File: config.mk
export PLATFORM = sky130hd
export DESIGN_NAME = pwmc_calc
export DESIGN_NICKNAME = d
export VERILOG_FILES = /design/src/rtl/pwmc_pkg.sv /design/src/rtl/pwmc_divider.sv /design/src/rtl/pwmc_guard.sv /design/src/rtl/pwmc_calc.sv
export SDC_FILE = /design/constraint.sdc
export NUM_CORES = 1
export LEC_CHECK = 0
export BUFFER_PORTS_ARGS = -buffer_cell sky130_fd_sc_hd__buf_4
export CORE_MARGIN = 2
export CORE_UTILIZATION = 43
export DETAILED_ROUTE_END_ITERATION = 8
export PLACE_DENSITY = 0.67
export SETUP_SLACK_MARGIN = 0.15
export SYNTH_ARGS = -nofsm -noshare
export SYNTH_HDL_FRONTEND = slang
export SYNTH_SLANG_ARGS = --single-unit
export TNS_END_PERCENT = 30
File: constraint.sdc
create_clock -name clk -period 5.1 [get_ports clk]
set_input_delay 0.255 -clock clk [delete_from_list [all_inputs] [get_ports clk]]
set_output_delay 0.255 -clock clk [all_outputs]
set_load 0.03 [all_outputs]
File: src/rtl/pwmc_pkg.sv
package pwmc_pkg;

    localparam int RATE_W     = 32;
    localparam int PER_W      = 16;
    localparam int EXP_W      = 3;
    localparam int GUARD_W    = 6;
    localparam int DIV_W      = 40;
    localparam int EXP_LAST   = (1 << EXP_W) - 1;
    localparam int GUARD_BASE = 32;
    localparam int GUARD_MIN  = 2;
    localparam int PER_MAX    = (1 << PER_W) - 1;

    typedef enum logic [2:0] {
        ST_IDLE,
        ST_TRY_GO,
        ST_TRY_WAIT,
        ST_FIX,
        ST_RATE_GO,
        ST_RATE_WAIT
    } state_e;

    typedef struct packed {
        logic [EXP_W-1:0]   expo;
        logic [PER_W-1:0]   period;
        logic [GUARD_W-1:0] guard;
        logic [RATE_W-1:0]  actual;
    } result_t;

    // Guard count for a given prescaler exponent, with its floor applied
    function automatic logic [GUARD_W-1:0] guard_for(input logic [EXP_W-1:0] e);
        logic [31:0] g;
        g = 32'(GUARD_BASE) >> e;
        if (g < 32'(GUARD_MIN)) g = 32'(GUARD_MIN);
        return GUARD_W'(g);
    endfunction

endpackage

File: src/rtl/pwmc_divider.sv
module pwmc_divider #(
    parameter int W = 40
) (
    input  logic         clk,
    input  logic         rst,
    input  logic         go,
    input  logic [W-1:0] num,
    input  logic [W-1:0] den,
    output logic         busy,
    output logic         done,
    output logic [W-1:0] quo
);
    localparam int CNT_W = $clog2(W + 1);

    logic [W-1:0]     rem_q;
    logic [W-1:0]     q_q;
    logic [W-1:0]     den_q;
    logic [CNT_W-1:0] cnt_q;
    logic             busy_q;
    logic             done_q;

    logic [W:0] shifted;
    logic       take;

    always_comb begin
        shifted = {rem_q, q_q[W-1]};
        take    = (shifted >= {1'b0, den_q});
    end

    always_ff @(posedge clk) begin
        if (rst) begin
            rem_q  <= '0;
            q_q    <= '0;
            den_q  <= '0;
            cnt_q  <= '0;
            busy_q <= 1'b0;
            done_q <= 1'b0;
        end else begin
            done_q <= 1'b0;
            if (go && !busy_q) begin
                rem_q  <= '0;
                q_q    <= num;
                den_q  <= den;
                cnt_q  <= CNT_W'(W);
                busy_q <= 1'b1;
            end else if (busy_q) begin
                if (take) rem_q <= W'(shifted - {1'b0, den_q});
                else      rem_q <= shifted[W-1:0];
                q_q   <= {q_q[W-2:0], take};
                cnt_q <= cnt_q - 1'b1;
                if (cnt_q == CNT_W'(1)) begin
                    busy_q <= 1'b0;
                    done_q <= 1'b1;
                end
            end
        end
    end

    assign busy = busy_q;
    assign done = done_q;
    assign quo  = q_q;


    div_done_idle_chk: assert property (@(posedge clk) disable iff (rst)
        done_q |-> !busy_q);

endmodule

File: src/rtl/pwmc_guard.sv
module pwmc_guard
    import pwmc_pkg::*;
(
    input  logic [EXP_W-1:0]   expo,
    input  logic [PER_W-1:0]   period_raw,
    output logic [GUARD_W-1:0] guard,
    output logic [PER_W-1:0]   period_adj
);
    logic [GUARD_W+1:0] limit;

    always_comb begin
        guard = guard_for(expo);
        limit = ((GUARD_W+2)'(guard) * (GUARD_W+2)'(3)) >> 1;
        if (period_raw < PER_W'(limit))
            period_adj = PER_W'(guard) + PER_W'(4);
        else
            period_adj = period_raw;
    end


    always_comb begin
        guard_floor_chk: assert (guard >= GUARD_W'(GUARD_MIN));
    end

endmodule

File: src/rtl/pwmc_calc.sv
module pwmc_calc
    import pwmc_pkg::*;
#(
    parameter int unsigned REF_HZ = 24_000_000
) (
    input  logic               clk,
    input  logic               rst,
    input  logic               start,
    input  logic [RATE_W-1:0]  rate_hz,
    output logic               busy,
    output logic               done,
    output logic               err,
    output logic [EXP_W-1:0]   exp_o,
    output logic [PER_W-1:0]   period_o,
    output logic [GUARD_W-1:0] guard_o,
    output logic [RATE_W-1:0]  actual_hz
);
    localparam logic [DIV_W-1:0] REF_EXT = DIV_W'(REF_HZ);

    state_e              state_q;
    logic [RATE_W-1:0]   rate_q;
    logic [EXP_W-1:0]    n_q;
    logic [PER_W-1:0]    per_q;
    logic [GUARD_W-1:0]  g_q;
    result_t             res_q;
    logic                done_q;
    logic                err_q;

    logic                div_go;
    logic [DIV_W-1:0]    div_num;
    logic [DIV_W-1:0]    div_den;
    logic                div_busy;
    logic                div_done;
    logic [DIV_W-1:0]    div_quo;
    logic [DIV_W-1:0]    d_try;
    logic                fits;
    logic [GUARD_W-1:0]  g_new;
    logic [PER_W-1:0]    per_new;

    always_comb begin
        d_try  = DIV_W'(rate_q) << n_q;
        div_go = (state_q == ST_TRY_GO) || (state_q == ST_RATE_GO);
        if (state_q == ST_RATE_GO || state_q == ST_RATE_WAIT) begin
            div_num = REF_EXT;
            div_den = DIV_W'(per_q) << n_q;
        end else begin
            div_num = REF_EXT + (d_try >> 1);
            div_den = d_try;
        end
        fits = (div_quo[DIV_W-1:PER_W] == '0);
    end

    pwmc_divider #(.W(DIV_W)) u_div (
        .clk  (clk),
        .rst  (rst),
        .go   (div_go),
        .num  (div_num),
        .den  (div_den),
        .busy (div_busy),
        .done (div_done),
        .quo  (div_quo)
    );

    pwmc_guard u_guard (
        .expo       (n_q),
        .period_raw (per_q),
        .guard      (g_new),
        .period_adj (per_new)
    );

    always_ff @(posedge clk) begin
        if (rst) begin
            state_q <= ST_IDLE;
            rate_q  <= '0;
            n_q     <= '0;
            per_q   <= '0;
            g_q     <= '0;
            res_q   <= '0;
            done_q  <= 1'b0;
            err_q   <= 1'b0;
        end else begin
            done_q <= 1'b0;
            unique case (state_q)
                ST_IDLE: begin
                    if (start) begin
                        if (rate_hz == '0) begin
                            done_q <= 1'b1;
                            err_q  <= 1'b1;
                            res_q  <= '0;
                        end else begin
                            rate_q  <= rate_hz;
                            n_q     <= '0;
                            state_q <= ST_TRY_GO;
                        end
                    end
                end
                ST_TRY_GO: state_q <= ST_TRY_WAIT;
                ST_TRY_WAIT: begin
                    if (div_done) begin
                        if (fits) begin
                            per_q   <= div_quo[PER_W-1:0];
                            state_q <= ST_FIX;
                        end else if (n_q == EXP_W'(EXP_LAST)) begin
                            per_q   <= PER_W'(PER_MAX);
                            state_q <= ST_FIX;
                        end else begin
                            n_q     <= n_q + 1'b1;
                            state_q <= ST_TRY_GO;
                        end
                    end
                end
                ST_FIX: begin
                    per_q   <= per_new;
                    g_q     <= g_new;
                    state_q <= ST_RATE_GO;
                end
                ST_RATE_GO: state_q <= ST_RATE_WAIT;
                ST_RATE_WAIT: begin
                    if (div_done) begin
                        res_q.expo   <= n_q;
                        res_q.period <= per_q;
                        res_q.guard  <= g_q;
                        res_q.actual <= div_quo[RATE_W-1:0];
                        done_q       <= 1'b1;
                        err_q        <= 1'b0;
                        state_q      <= ST_IDLE;
                    end
                end
                default: state_q <= ST_IDLE;
            endcase
        end
    end

    assign busy      = (state_q != ST_IDLE);
    assign done      = done_q;
    assign err       = err_q;
    assign exp_o     = res_q.expo;
    assign period_o  = res_q.period;
    assign guard_o   = res_q.guard;
    assign actual_hz = res_q.actual;


    done_pulse_chk: assert property (@(posedge clk) disable iff (rst)
        done |=> !done);


    result_hold_chk: assert property (@(posedge clk) disable iff (rst)
        !done |-> $stable({exp_o, period_o, guard_o, actual_hz, err}));


    err_clear_chk: assert property (@(posedge clk) disable iff (rst)
        (done && err) |-> (period_o == '0 && actual_hz == '0));


    period_min_chk: assert property (@(posedge clk) disable iff (rst)
        (done && !err) |-> ((32'(period_o) * 2 >= 32'(guard_o) * 3)
                            || (period_o == PER_W'(guard_o) + PER_W'(4))));


    div_launch_chk: assert property (@(posedge clk) disable iff (rst)
        div_go |-> !div_busy);

endmodule

==> reports/results.env, run 1 <==
STATUS='completed'
IO_BUFFERS=94
REGISTER_AREA_UM2=4930
WORST_PATH_DOMINANT_CELL_FAMILY='adder cells'
SLEW_HEADROOM_PCT=28.0
VIA_PER_INST=5.85
SWITCHING_SHARE_PCT=35.8
GPL.FINAL_WEIGHTED_CONGESTION=0.940
DETAIL_ROUTE.DRC_VIOLATIONS=0
SYN-INSTANCE-COUNT=1961
SYNTH_FP_NETS=2053
SWITCHING_POWER_W=0.00228
FINAL_CELL_MIX='sky130_fd_sc_hd__nand2_1, sky130_fd_sc_hd__dfxtp_1, sky130_fd_sc_hd__a21oi_1, sky130_fd_sc_hd__nor2_1, sky130_fd_sc_hd__buf_4'
CTS_TREE='done'
CTS-ROOT-BUF='sky130_fd_sc_hd__clkbuf_16'
NUMBER_OF_ENABLE_TYPE_REGISTER_CELLS_IN_THE_SYNTHESIZED_NETLIST=0
CRITICAL_PATH.MAX_FANOUT=70
FINAL.SETUP.TNS_NS=0
PATH_CELLS='buf_4 > ha_1 > ha_1 > nand3_1 > o21a_1 > ha_1 > inv_1 > ha_1 > o31a_1 > o21ai_1 > a21boi_0 > o21a_1 > o21ai_0 > a211oi_1 > buf_4 > or3_1 > a21oi_1'
CTS.PATH.MAX_BUFFERS=3
VIAS_IN_THE_FIRST_GLOBAL_ROUTE=13300
POWER_DENSITY_nW_PER_UM2=375
SHARE_COMB_OF_TOTAL_POWER_PCT=33.1
INTERNAL-POWER_W=0.00409
AVGSYNTHCELLAREA_UM2=7.59
MIN_PATH_TYPE='in -> reg'
CRITICAL-PATH-SLOWEST-CELL='sky130_fd_sc_hd__buf_4'
MAX_SLEW.WORST_PIN.SLEW_NS=1.05
COUNT_OF_STATE_ELEMENTS_AFTER_SYNTHESIS=246
GRT_MAX_DEGREE=100
TIMING.HOLD.WS_NS=0.184
SETUP_VIOL_COUNT_FINAL=0
FINALCOREUTILIZATION_PCT=49.5
CTS_MADE_BUFFERS=28
ANTENNADIODECOUNT=0
FIRST_PASS_GRT_WIRE_LENGTH_MM=71.3
FINALINSTANCEAREA_UM2=17000
SYN2LAYOUT_AREA_GROWTH_PCT=14.1
GRT.TOTAL_USAGE_PCT=24.3
DIEWIDTH_UM=190
POST_SYNTH_NUM_CELL_TYPES=73
POWER.SHARE.SEQUENTIAL_PCT=34.1
PRECTSSETUPSLACK_NS=1.29
IOPINCOUNT=95
HTREE_LEVELS=1
DESIGN.DIE.AREA_UM2=36100
FIN_CRIT_SH_PCT=76.5
CLOCK_LATENCY_NS=0.56
CRITPATHREQUIREDTIME_NS=5.58
CLOCK_SINK_COUNT=246
ANTENNA_VIOLATION_NET_COUNT_AFTER_DETAILED_ROUTING=0
WORST-SETUP-PATH-TYPE='reg -> reg'
SYNTH_AREA_LEADER_CELL='sky130_fd_sc_hd__dfxtp_1'
FMAX_MHz=256
PATH_BUF_INV=3
P_LEAK_nW=6.36
SYNTHDOMINANTCELLAREASHARE_PCT=33.1
MULTIINPUTGATEAREA_UM2=9090
DELAY_OF_THE_SLOWEST_CELL_ON_THE_WORST_PATH_NS=0.59
FILL_CELLS=3391
VIA_COUNT=14400
PLACED_AREA_UM2=15700
DETAIL_ROUTE.ITER0.VIOLATIONS=1505
LAYOUT.NETS=2079
TOTALWIRELENGTH_MM=45.0
POST_ROUTE_CELLS_DRIVE_ABOVE_1_SHARE_PCT=10.8
START_UTIL_PCT=43.4
CTS_RESIZED=0
DRT-PASS1-ITER-COUNT=5
RRSETUPSLACK_NS=1.20
CLOCK_SKEW_NS=0.0207
MAX_CAPACITANCE_VIOLATION_COUNT=0
TIMING.CRITICAL_PATH.ARRIVAL_NS=4.38
FP.DIEH_UM=190
ROUTED_WIRE_LENGTH_PER_INSTANCE_UM=18.2
FINALCRITICALPERIOD_NS=3.90
CORE.ROWCOUNT=68
CORE_AREA_UM2=34300
WORST_SETUP_PATH_END_KIND='flop'
DOMINANTREGCELLSYNTH='sky130_fd_sc_hd__dfxtp_1'
ASYNC_FLOP_SHARE_PCT=0
GRT_REMAINING_OVERFLOW=0
WORST_SETUP_PATH_START_KIND='flop'
CRITICAL-PATH-TOP-CELL-BY-COUNT='sky130_fd_sc_hd__ha_1'
FINALWORSTSETUPSLACK_NS=1.20
YOSYSWARNINGS=0
FINALHOLDVIOLATIONS=0
LAYOUT.CELLS.MOST_COMMON='sky130_fd_sc_hd__nand2_1'
GRT_SETUP_UNREPAIRED='no'
SHARE_OF_SYNTHESIZED_AREA_OCCUPIED_BY_FLIP_FLOPS_AND_LATCHES_PCT=33.1
CTS.CLK_SLEW.WORST_PATHS_NS=0.07
CLOCK_POWER_SHARE_PCT=32.8
MAXSLEWVIOLCOUNT=0
DP.FINAL_HPWL_MM=31.5
LARGEST_CELLS_BY_AREA_AFTER_SYNTHESIS='sky130_fd_sc_hd__dfxtp_1, sky130_fd_sc_hd__nand2_1, sky130_fd_sc_hd__a21oi_1'
GRT_ANTENNA_BEFORE_REPAIR=0
WORST_IR_DROP_ON_VDD_V=0.000256
SYNTH.CELL_AREA_UM2=14900
-- cells by family after synthesis --
| kind of cell | count (synthesis) | share of synthesized area, % |
|---|---|---|
| DFF | 246 | 33.1 |
| xor gates and xnor gates | 58 | 3.41 |
| and+or+nand+nor | 719 | 21.9 |
| AOI/OAI and AO/OA | 565 | 23.1 |
| muxes | 97 | 7.67 |
| buffers and inverters | 219 | 5.93 |
| adders and majority gates | 57 | 4.84 |
-- what timing repair did --
| action | 4_1_cts | 5_1_grt |
|---|---|---|
| endpoints found under the hold margin | 32 | 0 |
| setup buffers | 0 | 0 |
| hold buffers | 32 | 0 |
-- per-layer routing --
metal | wire length (µm) | up-vias | GRT usage (%)
li1 | - | 7057 | -
met1 | 20200 | 6751 | 33.5
met2 | 20200 | 509 | 38.5
met3 | 2790 | 90 | 3.17
met4 | 1810 | 0 | 9.39
met5 | 0 | - | 0
-- path summary, 6_finish.rpt --
kind / cells past startpoint / start / to
setup / recovery: 17 / n_q[0]$_SDFFE_PP0P_ / per_q[6]$_SDFFE_PP0P_
hold reg to reg: 2 / g_q[3]$_SDFFE_PP0P_ / guard_o[3]$_SDFFE_PP0P_
setup reg to reg: 17 / n_q[0]$_SDFFE_PP0P_ / per_q[6]$_SDFFE_PP0P_
hold / removal: 2 / rst / u_div.den_q[22]$_SDFFE_PP0P_
-- cell type report --
| cell class | count | area share [%] |
|---|---|---|
| clock inverters | 14 | 0.840 |
| repair buffers | 144 | 6.86 |
| multi-input cells | 1496 | 53.5 |
| clock buffers | 38 | 4.83 |
| flip-flops and latches | 246 | 29.1 |
| well taps | 455 | 3.35 |
| inverters | 71 | 1.57 |
-- power by group through the flow --
stage | registers (W) | clock network (W) | logic [W]
after global placement | 0.00221 | 0 | 0.00204
final | 0.00217 | 0.00209 | 0.00211
after detailed placement | 0.00221 | 0 | 0.00206
after floorplan | 0.00214 | 0 | 0.00168
after CTS | 0.00217 | 0.00211 | 0.00210
after global routing | 0.00219 | 0.00218 | 0.00235
-- stage by stage --
stage | instances | total power (W)
after floorplan | 1961 | 0.00382
after global placement | 2380 | 0.00424
after detailed placement | 2380 | 0.00427
after CTS | 2464 | 0.00638
after global routing | 2464 | 0.00671
final | 2464 | 0.00637
-- synthesized netlist by cell type (8+ instances only) --
library cell                 n
sky130_fd_sc_hd__o211ai_1   14
sky130_fd_sc_hd__nand2_1   318
sky130_fd_sc_hd__nor3_1     46
sky130_fd_sc_hd__o21ai_0   103
sky130_fd_sc_hd__nor2b_1    11
sky130_fd_sc_hd__mux2i_1    60
sky130_fd_sc_hd__o221ai_1    9
sky130_fd_sc_hd__clkbuf_1  114
sky130_fd_sc_hd__nor4_1     22
sky130_fd_sc_hd__inv_1      68
sky130_fd_sc_hd__nor2_1    120
sky130_fd_sc_hd__mux2_2     19
sky130_fd_sc_hd__xor2_1     22
sky130_fd_sc_hd__xnor2_1    36
sky130_fd_sc_hd__nand2b_1   21
sky130_fd_sc_hd__buf_1      14
sky130_fd_sc_hd__a211oi_1   25
sky130_fd_sc_hd__nand4_1    15
sky130_fd_sc_hd__a21o_1     28
sky130_fd_sc_hd__o21bai_1    8
sky130_fd_sc_hd__o22ai_1    28
sky130_fd_sc_hd__and3_1     32
sky130_fd_sc_hd__a22oi_1     8
sky130_fd_sc_hd__a21oi_1   226
sky130_fd_sc_hd__buf_2      12
sky130_fd_sc_hd__a31oi_1    48
sky130_fd_sc_hd__or3_1       9
sky130_fd_sc_hd__dfxtp_1   246
sky130_fd_sc_hd__nand3_1    94
sky130_fd_sc_hd__mux4_2     11
sky130_fd_sc_hd__ha_1       56
-- state kept, by name (all words and copies together) (netlist names) --
register,cells
rate_q,32
u_div.busy,1
guard_o,6
u_div.quo,40
u_div.done,1
u_div.den_q,39
n_q,3
u_div.cnt_q,6
g_q,6
u_div.rem_q,40
exp_o,3
actual_hz,32
err,1
per_q,16
period_o,16
state_q,3
done,1
Power figures use the tool's default switching activity.
==> run 2, diff against run 1 <==
- clock period: 5.1 -> 3.65 ns (I/O delays scaled with it)
==> run 2 against run 1 <==
Against the previous run:
- setup slack got worse by 0.87 ns
- sequential share of layout area fell by 0.39 points
- maximum frequency rose by 17%
- count of clock-buffer cells in the layout did not move
- clock skew rose by 0.0055 ns
- clock power rose by 44%
- flip-flop and latch count did not move
- cell count rose by 0.93%
- power rose by 42%
- routed wire length rose by 0.79%
- largest power group unchanged
==> reports/results.env, run 2 (synthesis results as in run 1) <==
MAX_CAPACITANCE_VIOLATION_COUNT=0  # unchanged
CTS_RESIZED=0  # unchanged
SLEW_HEADROOM_PCT=26.8  # -1.2 points
GRT_MAX_DEGREE=113  # +13%
FINALINSTANCEAREA_UM2=17200  # +1.4%
CLOCK_POWER_SHARE_PCT=33.2  # +0.4 points
FINAL.SETUP.TNS_NS=0  # unchanged
STATUS='completed'
MIN_PATH_TYPE='in -> reg'
DESIGN.DIE.AREA_UM2=36100  # unchanged
CORE_AREA_UM2=34300  # unchanged
CTS_TREE='done'
PLACED_AREA_UM2=15900  # +1.1%
GPL.FINAL_WEIGHTED_CONGESTION=0.936  # -0.39%
P_LEAK_nW=6.51  # +2.3%
CLOCK_SINK_COUNT=246  # unchanged
SYN2LAYOUT_AREA_GROWTH_PCT=15.7
FINALCRITICALPERIOD_NS=3.32  # -0.576 ns
IOPINCOUNT=95  # unchanged
ANTENNADIODECOUNT=0  # unchanged
CRITICAL_PATH.MAX_FANOUT=36  # -49%
ANTENNA_VIOLATION_NET_COUNT_AFTER_DETAILED_ROUTING=0  # unchanged
START_UTIL_PCT=43.4  # unchanged
TOPROUTINGLAYERUSED='met4'
DIEWIDTH_UM=190  # unchanged
SWITCHING_SHARE_PCT=35.4  # -0.39 points
MAX_SLEW.WORST_PIN.SLEW_NS=1.10  # +0.0453 ns
IO_BUFFERS=94  # unchanged
WORST_SETUP_PATH_END_KIND='flop'
WORST_IR_DROP_ON_VDD_V=0.000382  # +49%
VIAS_IN_THE_FIRST_GLOBAL_ROUTE=13300  # +0.50%
DETAIL_ROUTE.DRC_VIOLATIONS=0  # unchanged
CRIT_PATH_END='u_div.rem_q[9]$_SDFFE_PP0P_'
ROUTED_WIRE_LENGTH_PER_INSTANCE_UM=18.2  # -0.15%
FIN_CRIT_SH_PCT=91.0  # +15 points
LAYOUT.NETS=2102  # +1.1%
DRT-PASS1-ITER-COUNT=6  # +1
R2R_STARTPOINT='u_div.den_q[1]$_SDFFE_PP0P_'
WORST-SETUP-PATH-TYPE='reg -> reg'
PATH_BUF_INV=1  # -2
HTREE_LEVELS=1  # unchanged
SETUP_VIOL_COUNT_FINAL=0  # unchanged
WORST_SETUP_PATH_START_KIND='flop'
CTS_MADE_BUFFERS=28  # unchanged
CTS.CLK_SLEW.WORST_PATHS_NS=0.06  # about the same
SWITCHING_POWER_W=0.00321  # +41%
DETAIL_ROUTE.ITER0.VIOLATIONS=1218  # -19%
POWER_DENSITY_nW_PER_UM2=527  # +40%
WORST_SETUP_PATH_STARTPOINT='u_div.den_q[1]$_SDFFE_PP0P_'
FMAX_MHz=301  # +17%
ROUTE.LAYER.MET1.WL_MM=20.8  # +3.1%
GRT_REMAINING_OVERFLOW=0  # unchanged
GRT_ANTENNA_BEFORE_REPAIR=0  # unchanged
POST_ROUTE_CELLS_DRIVE_ABOVE_1_SHARE_PCT=11.8  # +0.96 points
INTERNAL-POWER_W=0.00585  # +43%
RRSETUPSLACK_NS=0.33  # -0.87 ns
CRITPATHREQUIREDTIME_NS=4.04  # -1.54 ns
WL_MET3_MM=2.64  # -5.4%
VIA_COUNT=14400  # +0.042%
TOTALWIRELENGTH_MM=45.3  # +0.79%
WORSTREG2REGEND='u_div.rem_q[9]$_SDFFE_PP0P_'
FP.DIEH_UM=190  # unchanged
GRT.TOTAL_USAGE_PCT=24.4  # +0.14 points
VIA_PER_INST=5.80  # -0.88%
LAYOUT.CELLS.MOST_COMMON='sky130_fd_sc_hd__nand2_1'
CRITICAL_PATH_CELL_COUNT=11  # -6
CTS-ROOT-BUF='sky130_fd_sc_hd__clkbuf_16'
FINALHOLDVIOLATIONS=0  # unchanged
WORSTHOLDPATHCELLS=2  # unchanged
FIRST_PASS_GRT_WIRE_LENGTH_MM=71.6  # +0.51%
TIMING.CRITICAL_PATH.ARRIVAL_NS=3.72  # -0.66 ns
WORSTREGTOREGCELLS=11  # -6
CORE.ROWCOUNT=68  # unchanged
MET2_LENGTH_MM=20.3  # +0.72%
PATH_CELLS='inv_1 > ha_1 > nor2b_1 > o31a_1 > o31ai_2 > o211a_1 > o31ai_4 > a2111oi_4 > and2_4 > or4_1 > a31oi_1'
MAXSLEWVIOLCOUNT=0  # unchanged
SHARE_COMB_OF_TOTAL_POWER_PCT=33.4  # +0.3 points
DP.FINAL_HPWL_MM=32.1  # +1.7%
CLOCK_SKEW_NS=0.0262  # +0.00551 ns
GRT_SETUP_UNREPAIRED='yes'
FINAL_CELL_MIX='sky130_fd_sc_hd__nand2_1, sky130_fd_sc_hd__dfxtp_1, sky130_fd_sc_hd__a21oi_1, sky130_fd_sc_hd__buf_4, sky130_fd_sc_hd__nor2_1'
POWER.SHARE.SEQUENTIAL_PCT=33.4  # -0.7 points
CTS.PATH.MAX_BUFFERS=3  # unchanged
WORST_PATH_DOMINANT_CELL_FAMILY='compound AO/OA/AOI/OAI gates'
CRITICAL-PATH-SLOWEST-CELL='sky130_fd_sc_hd__and2_4'
CLOCK_LATENCY_NS=0.58  # +0.02 ns
DELAY_OF_THE_SLOWEST_CELL_ON_THE_WORST_PATH_NS=0.49  # -0.10 ns
run 2: cell count changes in the layout (fill, tap and decap cells not counted), moves of 2 or more:
cell	before	now
sky130_fd_sc_hd__buf_4	111	132
sky130_fd_sc_hd__clkinvlp_4	6	2
sky130_fd_sc_hd__buf_12	0	2
sky130_fd_sc_hd__bufinv_16	2	4
sky130_fd_sc_hd__clkbuf_1	3	5
run 2: per-layer routing:
metal	vias to the layer above	track usage, %
met5	-	0
met4	0	8.20
met3	95	3.78
met2	459	39.2
met1	6774	33.4
li1	7085	-
run 2: stage by stage:
stage | hold slack (ns) | setup slack, ns | std cells | total power [W] | util (%)
after global placement | 0.443 | 0.405 | 2400 | 0.00600 | 46.3
final | 0.0671 | 0.327 | 2487 | 0.00907 | 50.2
after detailed placement | 0.449 | 0.340 | 2400 | 0.00604 | 46.3
after CTS | 0.0879 | 0.322 | 2484 | 0.00908 | 50.1
after floorplan | 0.318 | 0.158 | 1961 | 0.00534 | -
after global routing | 0.104 | 0.114 | 2487 | 0.00957 | 50.2
run 2: worst min path at each step:
stage | endpoint | slack [ns] | startpoint
2_1_floorplan | rate_q[4]$_SDFFE_PP0P_ | 0.32 | rate_hz[4]
3_3_place_gp | rate_q[11]$_SDFFE_PP0P_ | 0.44 | rate_hz[11]
3_5_place_dp | rate_q[11]$_SDFFE_PP0P_ | 0.45 | rate_hz[11]
4_1_cts | u_div.quo[13]$_SDFFE_PP0P_ | 0.09 | rst
5_1_grt | u_div.den_q[15]$_SDFFE_PP0P_ | 0.10 | rst
6_report | u_div.quo[13]$_SDFFE_PP0P_ | 0.07 | rst
run 2: area by class of cell:
type | count | area [µm²]
clock buffer | 38 | 788
clock inverter | 14 | 204
fill | 3336 | 17100
inverter | 71 | 267
multi-input combinational | 1496 | 9090
sequential | 246 | 4930
tap | 455 | 569
timing repair buffer | 167 | 1360
run 2: power by group through the flow:
| stage | logic (W) | registers (W) | clock network, W |
|---|---|---|---|
| floorplan | 0.00235 | 0.00299 | 0 |
| global placement | 0.00293 | 0.00307 | 0 |
| detailed placement | 0.00296 | 0.00308 | 0 |
| CTS | 0.00300 | 0.00302 | 0.00306 |
| global route | 0.00336 | 0.00304 | 0.00316 |
| finish | 0.00303 | 0.00303 | 0.00301 |
run 2: repair_timing:
| item | CTS | global route |
|---|---|---|
| setup buffers | 0 | 3 |
| setup endpoints to repair | 0 | 5 |
| hold buffers | 32 | 0 |
| hold endpoints to repair | 32 | 0 |
==> run 3, diff against run 2 <==
- CORE_ASPECT_RATIO: not set -> 0.7
- PLACE_DENSITY: 0.67 -> not set
- clock period: 3.65 -> 4.05 ns (I/O delays scaled with it)
==> run 3 against run 2 <==
Against the previous run:
- setup slack better by 0.12 ns
- non-clock buffer count down 10
- count of clock-buffer cells in the layout down 4
- first-iteration DRC count up 6.2%
- clock power down 15%
- register-to-register slack better by 0.12 ns
- maximum frequency down 7.8%
- worst hold slack better by 0.13 ns
- critical path type unchanged
- critical endpoint is now u_div.quo[35]$_SDFFE_PP0P_
==> reports/results.env, run 3 (synthesis results as in run 1) <==
CRITICAL-PATH-SLOWEST-CELL='sky130_fd_sc_hd__dfxtp_4'
CTS_MADE_BUFFERS=26  # -7.1%
VIA_COUNT=14500  # +0.38%
VIA_PER_INST=5.84  # +0.71%
TIMING.CRITICAL_PATH.ARRIVAL_NS=4.01  # +0.29 ns
P_LEAK_nW=6.42  # -1.3%
CRITPATHREQUIREDTIME_NS=4.45  # +0.41 ns
LAYOUT.NETS=2090  # -0.57%
GRT_MAX_DEGREE=119  # +5.3%
FMAX_MHz=277  # -7.8%
SWITCHING_POWER_W=0.00289  # -9.9%
CORE.ROWCOUNT=56  # -18%
CTS_TREE='done'
GRT_REMAINING_OVERFLOW=0  # unchanged
PLACED_CELLS=2402  # +0.083%
CLOCK_LATENCY_NS=0.56  # -0.02 ns
CRITICAL_PATH.MAX_FANOUT=36  # unchanged
MAX_SLEW.WORST_PIN.SLEW_NS=1.11  # +0.0121 ns
DETAIL_ROUTE.DRC_VIOLATIONS=0  # unchanged
POST_ROUTE_CELLS_DRIVE_ABOVE_1_SHARE_PCT=11.1  # -0.65 points
REGISTER_AREA_UM2=4930  # unchanged
DIEWIDTH_UM=226  # +19%
MAX_CAPACITANCE_VIOLATION_COUNT=0  # unchanged
MIN_PATH_TYPE='in -> reg'
LAYOUT.CELLS.MOST_COMMON='sky130_fd_sc_hd__nand2_1'
DP.FINAL_HPWL_MM=33.4  # +4.2%
START_UTIL_PCT=44.1  # +0.66 points
GRT_ANTENNA_BEFORE_REPAIR=0  # unchanged
SWITCHING_SHARE_PCT=35.8  # +0.35 points
FINAL_CELL_MIX='sky130_fd_sc_hd__nand2_1, sky130_fd_sc_hd__dfxtp_1, sky130_fd_sc_hd__a21oi_1, sky130_fd_sc_hd__buf_4, sky130_fd_sc_hd__nor2_1'
CTS.PATH.MAX_BUFFERS=3  # unchanged
DESIGN.DIE.AREA_UM2=36100  # about the same
WORST_SETUP_PATH_END_KIND='flop'
IOPINCOUNT=95  # unchanged
TOTALWIRELENGTH_MM=47.0  # +3.8%
PATH_CELLS='buf_4 > mux2i_1 > mux2i_1 > mux2i_1 > o22ai_1 > a2111o_1 > nand3_1 > nor3_1 > xor2_1 > o22ai_1'
WORST_PATH_DOMINANT_CELL_FAMILY='multiplexers'
WORST_SETUP_PATH_START_KIND='flop'
GRT_SETUP_UNREPAIRED='no'
ROUTED_WIRE_LENGTH_PER_INSTANCE_UM=19.0  # +4.1%
HTREE_LEVELS=1  # unchanged
PATH_BUF_INV=1  # unchanged
GPL.FINAL_WEIGHTED_CONGESTION=0.935  # -0.14%
FILL_CELLS=3362  # +0.78%
INTERNAL-POWER_W=0.00519  # -11%
DRT-PASS1-ITER-COUNT=7  # +1
FINALCRITICALPERIOD_NS=3.61  # +0.283 ns
CLOCK_POWER_SHARE_PCT=31.7  # -1.5 points
SETUP_VIOL_COUNT_FINAL=0  # unchanged
FIN_CRIT_SH_PCT=89.0  # -2.0 points
MAXSLEWVIOLCOUNT=0  # unchanged
FIRST_PASS_GRT_WIRE_LENGTH_MM=74.4  # +3.9%
MULTIINPUTGATEAREA_UM2=9100  # +0.14%
CRITICAL-PATH-TOP-CELL-BY-COUNT='sky130_fd_sc_hd__mux2i_1'
RRSETUPSLACK_NS=0.44  # +0.12 ns
POWER.SHARE.SEQUENTIAL_PCT=33.7  # +0.3 points
DETAIL_ROUTE.ITER0.VIOLATIONS=1294  # +6.2%
CTS-ROOT-BUF='sky130_fd_sc_hd__clkbuf_16'
CLOCK_SKEW_NS=0.0191  # -0.00714 ns
INSTANCES_NO_FILL=2479  # -0.32%
FINALHOLDVIOLATIONS=0  # unchanged
POWER_DENSITY_nW_PER_UM2=474  # -10%
FP.DIEH_UM=160  # -16%
CTS.CLK_SLEW.WORST_PATHS_NS=0.07  # about the same
SHARE_COMB_OF_TOTAL_POWER_PCT=34.6  # +1.2 points
GRT.TOTAL_USAGE_PCT=25.5  # +1.1 points
SYN2LAYOUT_AREA_GROWTH_PCT=14.7
STATUS='completed'
ANTENNA_VIOLATION_NET_COUNT_AFTER_DETAILED_ROUTING=0  # unchanged
WORST-SETUP-PATH-TYPE='reg -> reg'
ANTENNADIODECOUNT=0  # unchanged
CORE_AREA_UM2=33800  # -1.5%
SLEW_HEADROOM_PCT=25.9  # -0.89 points
CLOCK_SINK_COUNT=246  # unchanged
IO_BUFFERS=94  # unchanged
WORST_IR_DROP_ON_VDD_V=0.000312  # -18%
DELAY_OF_THE_SLOWEST_CELL_ON_THE_WORST_PATH_NS=0.59  # +0.10 ns
VIAS_IN_THE_FIRST_GLOBAL_ROUTE=13400  # +0.082%
FINAL.SETUP.TNS_NS=0  # unchanged
[run 3: layer usage]
metal	GRT usage (%)	routed length, µm	vias to the layer above
li1	-	-	7068
met1	38.9	23000	6836
met2	37.3	19700	495
met3	3.75	3340	69
met4	6.01	998	0
met5	0	0	-
[run 3: path summary, 6_finish.rpt]
kind / start / end / depth (start not counted)
setup / recovery: n_q[1]$_SDFFE_PP0P_ / u_div.quo[35]$_SDFFE_PP0P_ / 10
hold / removal: rst / u_div.den_q[19]$_SDFFE_PP0P_ / 2
setup reg to reg: n_q[1]$_SDFFE_PP0P_ / u_div.quo[35]$_SDFFE_PP0P_ / 10
hold reg to reg: u_div.den_q[14]$_SDFFE_PP0P_ / u_div.den_q[14]$_SDFFE_PP0P_ / 2
[run 3: power by group through the flow]
stage / Combinational, W / Sequential [W] / Clock [W]
finish: 0.00279 / 0.00273 / 0.00256
global route: 0.00310 / 0.00274 / 0.00271
CTS: 0.00275 / 0.00272 / 0.00261
detailed placement: 0.00271 / 0.00278 / 0
global placement: 0.00269 / 0.00277 / 0
floorplan: 0.00211 / 0.00269 / 0
[run 3: metrics by stage]
step	hold slack [ns]	instance area [µm²]	utilization [%]	power (W)	setup slack [ns]
global placement	0.446	15800	46.9	0.00546	0.551
finish	0.196	17100	50.5	0.00809	0.444
floorplan	0.338	14900	-	0.00481	0.151
CTS	0.227	17100	50.5	0.00808	0.409
detailed placement	0.448	15800	46.9	0.00549	0.434
global route	0.255	17100	50.5	0.00855	0.182
[run 3: cell type report]
class / instances / share of cell area, %
clock buffer: 34 / 4.35
timing repair buffer: 157 / 7.47
sequential: 246 / 28.9
multi-input combinational: 1496 / 53.4
clock inverter: 11 / 0.946
tap: 464 / 3.40
inverter: 71 / 1.56
[run 3: what timing repair did]
action                                  in CTS  in global routing
buffers inserted                             0                  0
hold buffers                                32                  0
gates resized for setup                      0                  1
endpoints found under the hold margin       32                  0
endpoints found under the setup margin       0                  7
